--- config.mk ---
export PLATFORM = sky130hd
export DESIGN_NAME = chan_conv_top
export DESIGN_NICKNAME = d
export VERILOG_FILES = /design/src/rtl/chconv_pkg.sv /design/src/rtl/chconv_pass.sv /design/src/rtl/chconv_reduce.sv /design/src/rtl/chconv_expand.sv /design/src/rtl/chan_conv_top.sv
export SDC_FILE = /design/constraint.sdc
export NUM_CORES = 1
export LEC_CHECK = 0
export ABC_AREA = 0
export CAP_MARGIN = 20
export CORE_MARGIN = 2
export CORE_UTILIZATION = 35
export DETAILED_ROUTE_END_ITERATION = 8
export SETUP_SLACK_MARGIN = 0.3
export SLEW_MARGIN = 5
export SYNTH_ARGS = -nofsm -noshare
export SYNTH_HDL_FRONTEND = slang
export SYNTH_HIERARCHICAL = 1
export SYNTH_SLANG_ARGS = --single-unit
--- constraint.sdc ---
create_clock -name clk -period 4.2 [get_ports clk]
set_clock_uncertainty 0.05 [all_clocks]
set_input_delay 0.42 -clock clk [delete_from_list [all_inputs] [get_ports clk]]
set_output_delay 0.42 -clock clk [all_outputs]
set_load 0.02 [all_outputs]
--- src/rtl/chconv_pkg.sv ---
`timescale 1ns/1ps
package chconv_pkg;

    typedef enum logic [1:0] {
        RED_NONE = 2'd0,
        RED_CH0  = 2'd1,
        RED_CH1  = 2'd2,
        RED_AVG  = 2'd3
    } reduce_e;

    typedef enum logic [1:0] {
        EXP_NONE = 2'd0,
        EXP_ZERO = 2'd1,
        EXP_COPY = 2'd2,
        EXP_SPARE = 2'd3
    } expand_e;

    typedef enum logic [1:0] {
        PATH_PASS   = 2'd0,
        PATH_REDUCE = 2'd1,
        PATH_EXPAND = 2'd2
    } path_e;

    typedef struct packed {
        path_e   path;
        reduce_e red;
        logic    zero_fill;
    } route_t;

    localparam logic CHAN_FIRST  = 1'b0;
    localparam logic CHAN_SECOND = 1'b1;

    // Expansion outranks reduction
    function automatic route_t resolve_route(input logic [1:0] red_code,
                                             input logic [1:0] exp_code);
        route_t r;
        r.red       = reduce_e'(red_code);
        r.zero_fill = (expand_e'(exp_code) == EXP_ZERO);
        if (expand_e'(exp_code) == EXP_ZERO || expand_e'(exp_code) == EXP_COPY)
            r.path = PATH_EXPAND;
        else if (reduce_e'(red_code) != RED_NONE)
            r.path = PATH_REDUCE;
        else
            r.path = PATH_PASS;
        return r;
    endfunction

endpackage

--- src/rtl/chconv_pass.sv ---
`timescale 1ns/1ps
module chconv_pass #(
    parameter int SAMPLE_W = 32
) (
    input  logic                clk,
    input  logic                rst,
    input  logic                in_valid,
    output logic                in_ready,
    input  logic [SAMPLE_W-1:0] in_data,
    input  logic                in_chan,
    output logic                out_valid,
    input  logic                out_ready,
    output logic [SAMPLE_W-1:0] out_data,
    output logic                out_chan
);
    logic                vld_q;
    logic [SAMPLE_W-1:0] dat_q;
    logic                chn_q;

    assign in_ready = !vld_q || out_ready;

    always_ff @(posedge clk) begin
        if (rst) begin
            vld_q <= 1'b0;
        end else if (in_ready) begin
            vld_q <= in_valid;
        end
    end

    always_ff @(posedge clk) begin
        if (in_valid && in_ready) begin
            dat_q <= in_data;
            chn_q <= in_chan;
        end
    end

    assign out_valid = vld_q;
    assign out_data  = dat_q;
    assign out_chan  = chn_q;
endmodule

--- src/rtl/chconv_reduce.sv ---
`timescale 1ns/1ps
module chconv_reduce
    import chconv_pkg::*;
#(
    parameter int SAMPLE_W = 32
) (
    input  logic                clk,
    input  logic                rst,
    input  reduce_e             sel,
    input  logic                in_valid,
    output logic                in_ready,
    input  logic [SAMPLE_W-1:0] in_data,
    input  logic                in_chan,
    output logic                out_valid,
    input  logic                out_ready,
    output logic [SAMPLE_W-1:0] out_data,
    output logic                out_chan
);
    localparam int SUM_W = SAMPLE_W + 1;

    logic                held_v;
    logic [SAMPLE_W-1:0] held_d;
    logic                vld_q;
    logic [SAMPLE_W-1:0] dat_q;
    logic                accept;
    logic                pair_done;
    logic signed [SUM_W-1:0] sum;
    logic [SAMPLE_W-1:0] pick;

    assign in_ready  = !vld_q || out_ready;
    assign accept    = in_valid && in_ready;
    assign pair_done = accept && (in_chan == CHAN_SECOND) && held_v;

    // One extra bit keeps the sum exact; dropping bit 0 floors it
    assign sum = $signed({held_d[SAMPLE_W-1], held_d}) + $signed({in_data[SAMPLE_W-1], in_data});

    always_comb begin
        case (sel)
            RED_CH1: pick = in_data;
            RED_AVG: pick = sum[SUM_W-1:1];
            default: pick = held_d;
        endcase
    end

    always_ff @(posedge clk) begin
        if (rst) begin
            held_v <= 1'b0;
            vld_q  <= 1'b0;
        end else begin
            if (vld_q && out_ready)
                vld_q <= 1'b0;
            if (pair_done)
                vld_q <= 1'b1;
            if (accept && in_chan == CHAN_FIRST)
                held_v <= 1'b1;
            else if (pair_done)
                held_v <= 1'b0;
        end
    end

    always_ff @(posedge clk) begin
        if (accept && in_chan == CHAN_FIRST)
            held_d <= in_data;
        if (pair_done)
            dat_q <= pick;
    end

    assign out_valid = vld_q;
    assign out_data  = dat_q;
    assign out_chan  = CHAN_FIRST;
endmodule

--- src/rtl/chconv_expand.sv ---
`timescale 1ns/1ps
module chconv_expand
    import chconv_pkg::*;
#(
    parameter int SAMPLE_W = 32
) (
    input  logic                clk,
    input  logic                rst,
    input  logic                zero_fill,
    input  logic                in_valid,
    output logic                in_ready,
    input  logic [SAMPLE_W-1:0] in_data,
    output logic                out_valid,
    input  logic                out_ready,
    output logic [SAMPLE_W-1:0] out_data,
    output logic                out_chan
);
    logic                busy;
    logic                phase;
    logic [SAMPLE_W-1:0] dat_q;
    logic                accept;

    assign in_ready = !busy || (phase && out_ready);
    assign accept   = in_valid && in_ready;

    always_ff @(posedge clk) begin
        if (rst) begin
            busy  <= 1'b0;
            phase <= CHAN_FIRST;
        end else if (accept) begin
            busy  <= 1'b1;
            phase <= CHAN_FIRST;
        end else if (busy && out_ready) begin
            if (phase == CHAN_FIRST)
                phase <= CHAN_SECOND;
            else
                busy <= 1'b0;
        end
    end

    always_ff @(posedge clk) begin
        if (accept)
            dat_q <= in_data;
    end

    assign out_valid = busy;
    assign out_chan  = phase;
    assign out_data  = (phase == CHAN_SECOND && zero_fill) ? '0 : dat_q;
endmodule

--- src/rtl/chan_conv_top.sv ---
`timescale 1ns/1ps
module chan_conv_top
    import chconv_pkg::*;
#(
    parameter int SAMPLE_W = 32
) (
    input  logic                clk,
    input  logic                rst,
    input  logic [1:0]          reduce_mode_i,
    input  logic [1:0]          expand_mode_i,
    input  logic                in_valid,
    output logic                in_ready,
    input  logic [SAMPLE_W-1:0] in_data,
    input  logic                in_chan,
    output logic                out_valid,
    input  logic                out_ready,
    output logic [SAMPLE_W-1:0] out_data,
    output logic                out_chan
);
    route_t route;
    assign route = resolve_route(reduce_mode_i, expand_mode_i);

    logic sel_pass, sel_red, sel_exp;
    assign sel_pass = (route.path == PATH_PASS);
    assign sel_red  = (route.path == PATH_REDUCE);
    assign sel_exp  = (route.path == PATH_EXPAND);

    logic                p_rdy, p_vld, p_chn;
    logic [SAMPLE_W-1:0] p_dat;
    logic                r_rdy, r_vld, r_chn;
    logic [SAMPLE_W-1:0] r_dat;
    logic                e_rdy, e_vld, e_chn;
    logic [SAMPLE_W-1:0] e_dat;

    chconv_pass #(.SAMPLE_W(SAMPLE_W)) u_pass (
        .clk(clk), .rst(rst),
        .in_valid(in_valid && sel_pass), .in_ready(p_rdy),
        .in_data(in_data), .in_chan(in_chan),
        .out_valid(p_vld), .out_ready(out_ready && sel_pass),
        .out_data(p_dat), .out_chan(p_chn)
    );

    chconv_reduce #(.SAMPLE_W(SAMPLE_W)) u_reduce (
        .clk(clk), .rst(rst), .sel(route.red),
        .in_valid(in_valid && sel_red), .in_ready(r_rdy),
        .in_data(in_data), .in_chan(in_chan),
        .out_valid(r_vld), .out_ready(out_ready && sel_red),
        .out_data(r_dat), .out_chan(r_chn)
    );

    chconv_expand #(.SAMPLE_W(SAMPLE_W)) u_expand (
        .clk(clk), .rst(rst), .zero_fill(route.zero_fill),
        .in_valid(in_valid && sel_exp), .in_ready(e_rdy),
        .in_data(in_data),
        .out_valid(e_vld), .out_ready(out_ready && sel_exp),
        .out_data(e_dat), .out_chan(e_chn)
    );

    always_comb begin
        case (route.path)
            PATH_REDUCE: begin
                in_ready = r_rdy; out_valid = r_vld; out_data = r_dat; out_chan = r_chn;
            end
            PATH_EXPAND: begin
                in_ready = e_rdy; out_valid = e_vld; out_data = e_dat; out_chan = e_chn;
            end
            default: begin
                in_ready = p_rdy; out_valid = p_vld; out_data = p_dat; out_chan = p_chn;
            end
        endcase
    end
endmodule

# After elaboration in Yosys (flattened, before gate mapping)
# Index checks and enable logic that the tools add are counted.
[op_classes] addsub=1 n_eq_ne=6 mux=15 bitwise_logic=1 reduce_logical=31
[op_table] operator="$pmux W32 S2" n=2
[op_table] operator="$add A32 B32 Y33" n=1
[op_table] operator="$mux W32" n=1
[op_table] operator="$logic_and A1 B1 Y1" n=16
[op_table] operator="$reduce_bool A2 Y1" n=5
[op_table] operator="$eq A2 B2 Y1 const B" n=4
[op_table] operator="$mux W1" n=8
[op_table] operator="$pmux W1 S2" n=3
[op_table] operator="$eq A2 B1 Y1 const B" n=2
[op_table] operator="$logic_or A1 B1 Y1" n=4
[op_table] operator="$logic_not A1 Y1" n=3
[op_table] operator="$logic_not A2 Y1" n=1
[op_table] operator="$mux W2" n=1
[op_table] operator="$reduce_and A2 Y1" n=1
[op_table] operator="$reduce_or A2 Y1" n=1
[op_table] operator="$not A1 Y1" n=1
[word_totals] regBits=134

# Depth between registers and ports, before layout
[logic_depth] depth_word=11 ltp_mapped=11

# Modules after synthesis
# The synthesis kept the hierarchy.
[modules_own_cells] module="chconv_reduce" n_inst=1 cells_per_inst=426 area_per_inst_um2=4396.7 seq_area_each_um2=1961.9
[modules_own_cells] module="chconv_expand" n_inst=1 cells_per_inst=77 area_per_inst_um2=1341.3 seq_area_each_um2=1001.0
[modules_own_cells] module="chconv_pass" n_inst=1 cells_per_inst=38 area_per_inst_um2=1046.0 seq_area_each_um2=1011.0
[modules_own_cells] module="chan_conv_top" n_inst=1 cells_per_inst=175 area_per_inst_um2=1034.7 seq_area_each_um2=0.0

# Least setup slack after synthesis
# Ideal clock, no wire load.
[synth_path] path_type="input to register" from="in expand_mode_i[1]" to="reg u_reduce.held_d[0] (enable)" setup_time_ns=0.422 arrival_time_ns=2.819 setup_slack_ns=0.908 cell_stages=9 path_buffers=2 cell_sequence="inv_1 -> ha_1 -> buf_2 -> buf_2 -> nand2_1 -> nor2_1 -> nand2b_1 -> nand2_1 -> nor2_1"
[synth_between] elab_chain_cells=8 word_cells_on_any_way=10
[synth_lines] item="start, declared" line_no="chan_conv_top.sv:10" rtl="input logic [1:0] expand_mode_i,"
[synth_lines] item="$eq A2 B1 Y1 / $eq A2 B2 Y1 (equally long branches)" line_no="chconv_pkg.sv:39" rtl="if (expand_e'(exp_code) == EXP_ZERO || expand_e'(exp_code) == EXP_COPY)"
[synth_lines] item="$logic_or A1 B1 Y1 *" line_no="chconv_pkg.sv:39"
[synth_lines] item="$mux W2 *" line_no="chconv_pkg.sv:39"
[synth_lines] item="$eq A2 B1 Y1 *" line_no="chan_conv_top.sv:25" rtl="assign sel_red = (route.path == PATH_REDUCE);"
[synth_lines] item="$logic_and A1 B1 Y1 *" line_no="chan_conv_top.sv:47" rtl=".out_valid(r_vld), .out_ready(out_ready && sel_red),"
[synth_lines] item="$logic_or A1 B1 Y1 *" line_no="chconv_reduce.sv:30" rtl="assign in_ready = !vld_q || out_ready;"
[synth_lines] item="net r_rdy" line_no="chan_conv_top.sv:30" rtl="logic r_rdy, r_vld, r_chn;"
[synth_lines] item="$logic_and A1 B1 Y1 *" line_no="chconv_reduce.sv:31" rtl="assign accept = in_valid && in_ready;"
[synth_lines] item="$logic_and A1 B1 Y1 *" line_no="chconv_reduce.sv:62" rtl="if (accept && in_chan == CHAN_FIRST)"
[synth_lines] item="end signal, assigned" line_no="chconv_reduce.sv:63" rtl="held_d <= in_data;"
[synth_lines] item="end, declared" line_no="chconv_reduce.sv:22" rtl="logic [SAMPLE_W-1:0] held_d;"
# Mark *: on every way through the listed nets, which the timed path passes. The rest lies on a longest branch.
# A chain may end at the register's enable or synchronous reset.

# Worst setup path after layout
[layout_path] from="in expand_mode_i[1]" to="out in_ready"
[layout_between] word_cells_on_any_way=15
[layout_rtl] item="$eq A2 B1 Y1 / $eq A2 B2 Y1 (equally long branches)" line_no="chconv_pkg.sv:39"
[layout_rtl] item="$logic_or A1 B1 Y1 *" line_no="chconv_pkg.sv:39"
[layout_rtl] item="$mux W2 *" line_no="chconv_pkg.sv:39"
[layout_rtl] item="$logic_not A2 Y1 *" line_no="chan_conv_top.sv:24" rtl="assign sel_pass = (route.path == PATH_PASS);"
[layout_rtl] item="$logic_and A1 B1 Y1 *" line_no="chan_conv_top.sv:39" rtl=".out_valid(p_vld), .out_ready(out_ready && sel_pass),"
[layout_rtl] item="$logic_or A1 B1 Y1 *" line_no="chconv_pass.sv:20" rtl="assign in_ready = !vld_q || out_ready;"
[layout_rtl] item="net p_rdy" line_no="chan_conv_top.sv:28" rtl="logic p_rdy, p_vld, p_chn;"
[layout_rtl] item="$pmux W1 S2 *" line_no="chan_conv_top.sv:60" rtl="case (route.path)"
[layout_rtl] item="end, declared" line_no="chan_conv_top.sv:12" rtl="output logic in_ready,"
# Marks and branches as above.

==> impl_metrics.yaml <==
run_status:
  status: "finished, final reports clean"
worst_setup_path:
  reg2reg_setup_slack_ps: 1380
  r2r_start: "u_reduce/held_d[1]$_DFFE_PP_"
  critPathMaxFanout: 3
  worstReg2RegEnd: "u_reduce/out_data[29]$_DFFE_PP_"
  path_class: "input port to output port"
  rr_worst_depth: 11
  cp-end-kind: "output port"
  cp.arrival_ps: 2770
  worstPathRequired_ps: 3730
  start_kind: "input port"
sta:
  grt_setup_unrepaired: "false"
  worst_slew_pin_slew_ps: 876
  finalCritPeriodShare_pct: 77.2
  hold_viol_final: 0
  finalSetupViolCount: 0
  min_period_ps: 3240
  setup-tns-final_ps: 0
  fmax_ghz: 0.308
  relSlewSlack_pct: 41.5
  slew_violations: 0
route:
  drt_wl_total_mm: 17.8
  viasPerCell: 5.18
  vias: 5518
  drc: 0
  dr.pass1.iters: 4
  wl_per_cell_um: 16.7
  drtIter0Drc: 335
  postRouteAntennaNets: 0
synth:
  synth_fp_nets: 790
  synth_top_cell_by_area: "edfxtp_1"
  synth-seq-area-share_pct: 50.8
  yosys_register_bits: 134
  netlist_area_mm2: 0.00782
  ys.flop_type: "edfxtp_1"
  synth_area_leaders: "edfxtp_1 (50%), ha_1 (5.1%), a21oi_1 (4.0%)"
  synth_enable_flop_cells: 129
  netlist_instances: 716
  synth_top_area_share_pct: 49.5
  synth_cell_type_count: 62
  avgSynthCellArea_um2: 10.9
  ys_async_sr_fraction_pct: 0
  synth_warnings: 6
cts:
  postCtsHoldBufs: 0
  cts_tree: "yes"
  post-cts-setup-buffers: 0
  h-tree-depth: 4
  path_clk_slew_ps: 60
  cts_made_buffers: 17
  cts_sinks: 134
  clk_path_buf_depth: 2
  cts_root_buf: "clkbuf_16"
  clk_latency_ps: 420
  cts_resized: 0
pwr:
  seqPwrFrac_pct: 41.5
  netSwitchingFraction_pct: 25.9
  pwr-share-clk_pct: 39.4
  switching_power_mw: 0.960
  p_leak_nw: 3.33
  intPower_mw: 2.75
  vdd_drop_max_uv: 260
  pwr_density_cell_mw_per_mm2: 398
  pwr-share-comb_pct: 19.1
final_layout:
  drive_above_1_share_pct: 11.6
  instances_no_fill: 1066
  mostFrequentLayoutCells: "edfxtp_1 (129), nor2_1 (76), clkdlybuf4s50_1 (73)"
  area_growth_pct: 19.3
  antenna_cells: 0
  n_fill_cell: 2088
  fin_area_mm2: 0.00932
  post-route-util_pct: 42.6
  final_common_cell: "edfxtp_1"
  nets: 847
placed_design:
  gp_congestion: 0.870
  dpl-instance-area_mm2: 0.00874
  dp_cells: 1034
  io_buffer_count: 75
  hpwl_mm: 11.8
global_route:
  grt_use_total_pct: 15.5
  antenna_found_initial: 0
  grt-ovfl-total: 0
  grt_pass1_vias: 5422
  grt_pass1_wl_mm: 29.2
  grt_max_degree: 67
worst_hold_path:
  min_path_cells: 2
  hold_path_end: "u_reduce/held_v$_SDFFE_PP0P_"
  hp-class: "flip-flop to flip-flop"
  min_from: "u_reduce/held_v$_SDFFE_PP0P_"
die:
  coreArea_mm2: 0.0219
  rows: 54
  dieArea_mm2: 0.0236
  initial_core_util_pct: 35.7
  die_w_um: 153
  ios: 76
  die_y_um: 153
run:
  maxCapViolCount: 0
[stage by stage]
step                total power [mW]  hold slack (ps)  worst slack (ps)
floorplan                       2.05              406               908
detailed placement              2.28              436               690
finish                          3.71              442               956
global route                    3.88              466               812
global placement                2.28              420               795
CTS                             3.76              450               945
[final cells by class]
class | count | area [um2] | area share, %
Sequential cell | 134 | 3970 | 42.6
Inverter | 14 | 52.6 | 0.564
Multi-Input combinational cell | 519 | 3520 | 37.7
Clock inverter | 9 | 101 | 1.09
Tap cell | 280 | 350 | 3.76
Timing Repair Buffer | 87 | 848 | 9.10
Clock buffer | 23 | 478 | 5.13
[state kept, by name, summed over array words and instances, names as in the netlist]
name and cells:
u_reduce/out_data 32, u_pass/out_valid 1, u_expand/dat_q 32, u_pass/out_chan 1
u_reduce/held_v 1, u_expand/out_valid 1, u_reduce/out_valid 1, u_pass/out_data 32
u_expand/out_chan 1, u_reduce/held_d 32
[critical path, stage by stage]
cell             delay [ps]
clkdlybuf4s50_1         450
inv_1                    40
ha_2                    330
nand2_1                  80
nor3_1                  140
nand2b_4                170
or3b_1                  340
a31oi_1                 180
clkdlybuf4s50_1         630
[synthesized netlist by cell type (14+ instances only)]
master and count:
a21o_1 14, a21oi_1 63, a31oi_1 37, and2_4 22, clkbuf_1 20, edfxtp_1 129
ha_1 32, inv_1 14, mux2i_1 20, nand2_1 22, nor2_1 77, o21ai_0 35
o21ai_1 25, or3b_1 36, xnor2_1 21
[worst max-delay path by stage]
| stage | from | slack, ps | cells after the start | endpoint |
|---|---|---|---|---|
| after floorplan | expand_mode_i[1] | 910 | 9 | u_reduce/held_d[0]$_DFFE_PP_ |
| after global placement | in_data[1] | 790 | 12 | u_reduce/out_data[19]$_DFFE_PP_ |
| after detailed placement | in_data[1] | 690 | 12 | u_reduce/out_data[31]$_DFFE_PP_ |
| after CTS | expand_mode_i[1] | 940 | 9 | in_ready |
| after global routing | expand_mode_i[1] | 810 | 9 | in_ready |
| final | expand_mode_i[1] | 960 | 9 | in_ready |
[kinds of logic (layout without fill, tap and decap cells)]
family	after synthesis	in the layout	synth area share, %
and+or+nand+nor	222	222	16.6
muxes	23	23	2.99
DFF	134	134	50.8
xor gates and xnor gates	29	29	3.25
AOI/OAI and AO/OA	211	211	16.6
adders and majority gates	33	33	5.38
buffers and inverters	63	133	4.29
other	1	1	0.0480
[power groups by stage]
stage                     Clock, mW  Combinational [mW]  Sequential [mW]
final                          1.46               0.710             1.54
after floorplan                   0               0.483             1.57
after CTS                      1.50               0.715             1.54
after global placement            0               0.710             1.57
after detailed placement          0               0.711             1.57
after global routing           1.55               0.783             1.55
[metal layers]
metal  vias to the layer above  share of wire (%)  GRT usage (%)
li1                       2781                  -              -
met1                      2624                 49           21.0
met2                       100                 46           24.9
met3                        13                3.7           3.94
met4                         0               0.95           3.67
met5                         -                  0              0
(Power assumes the default switching activity.)
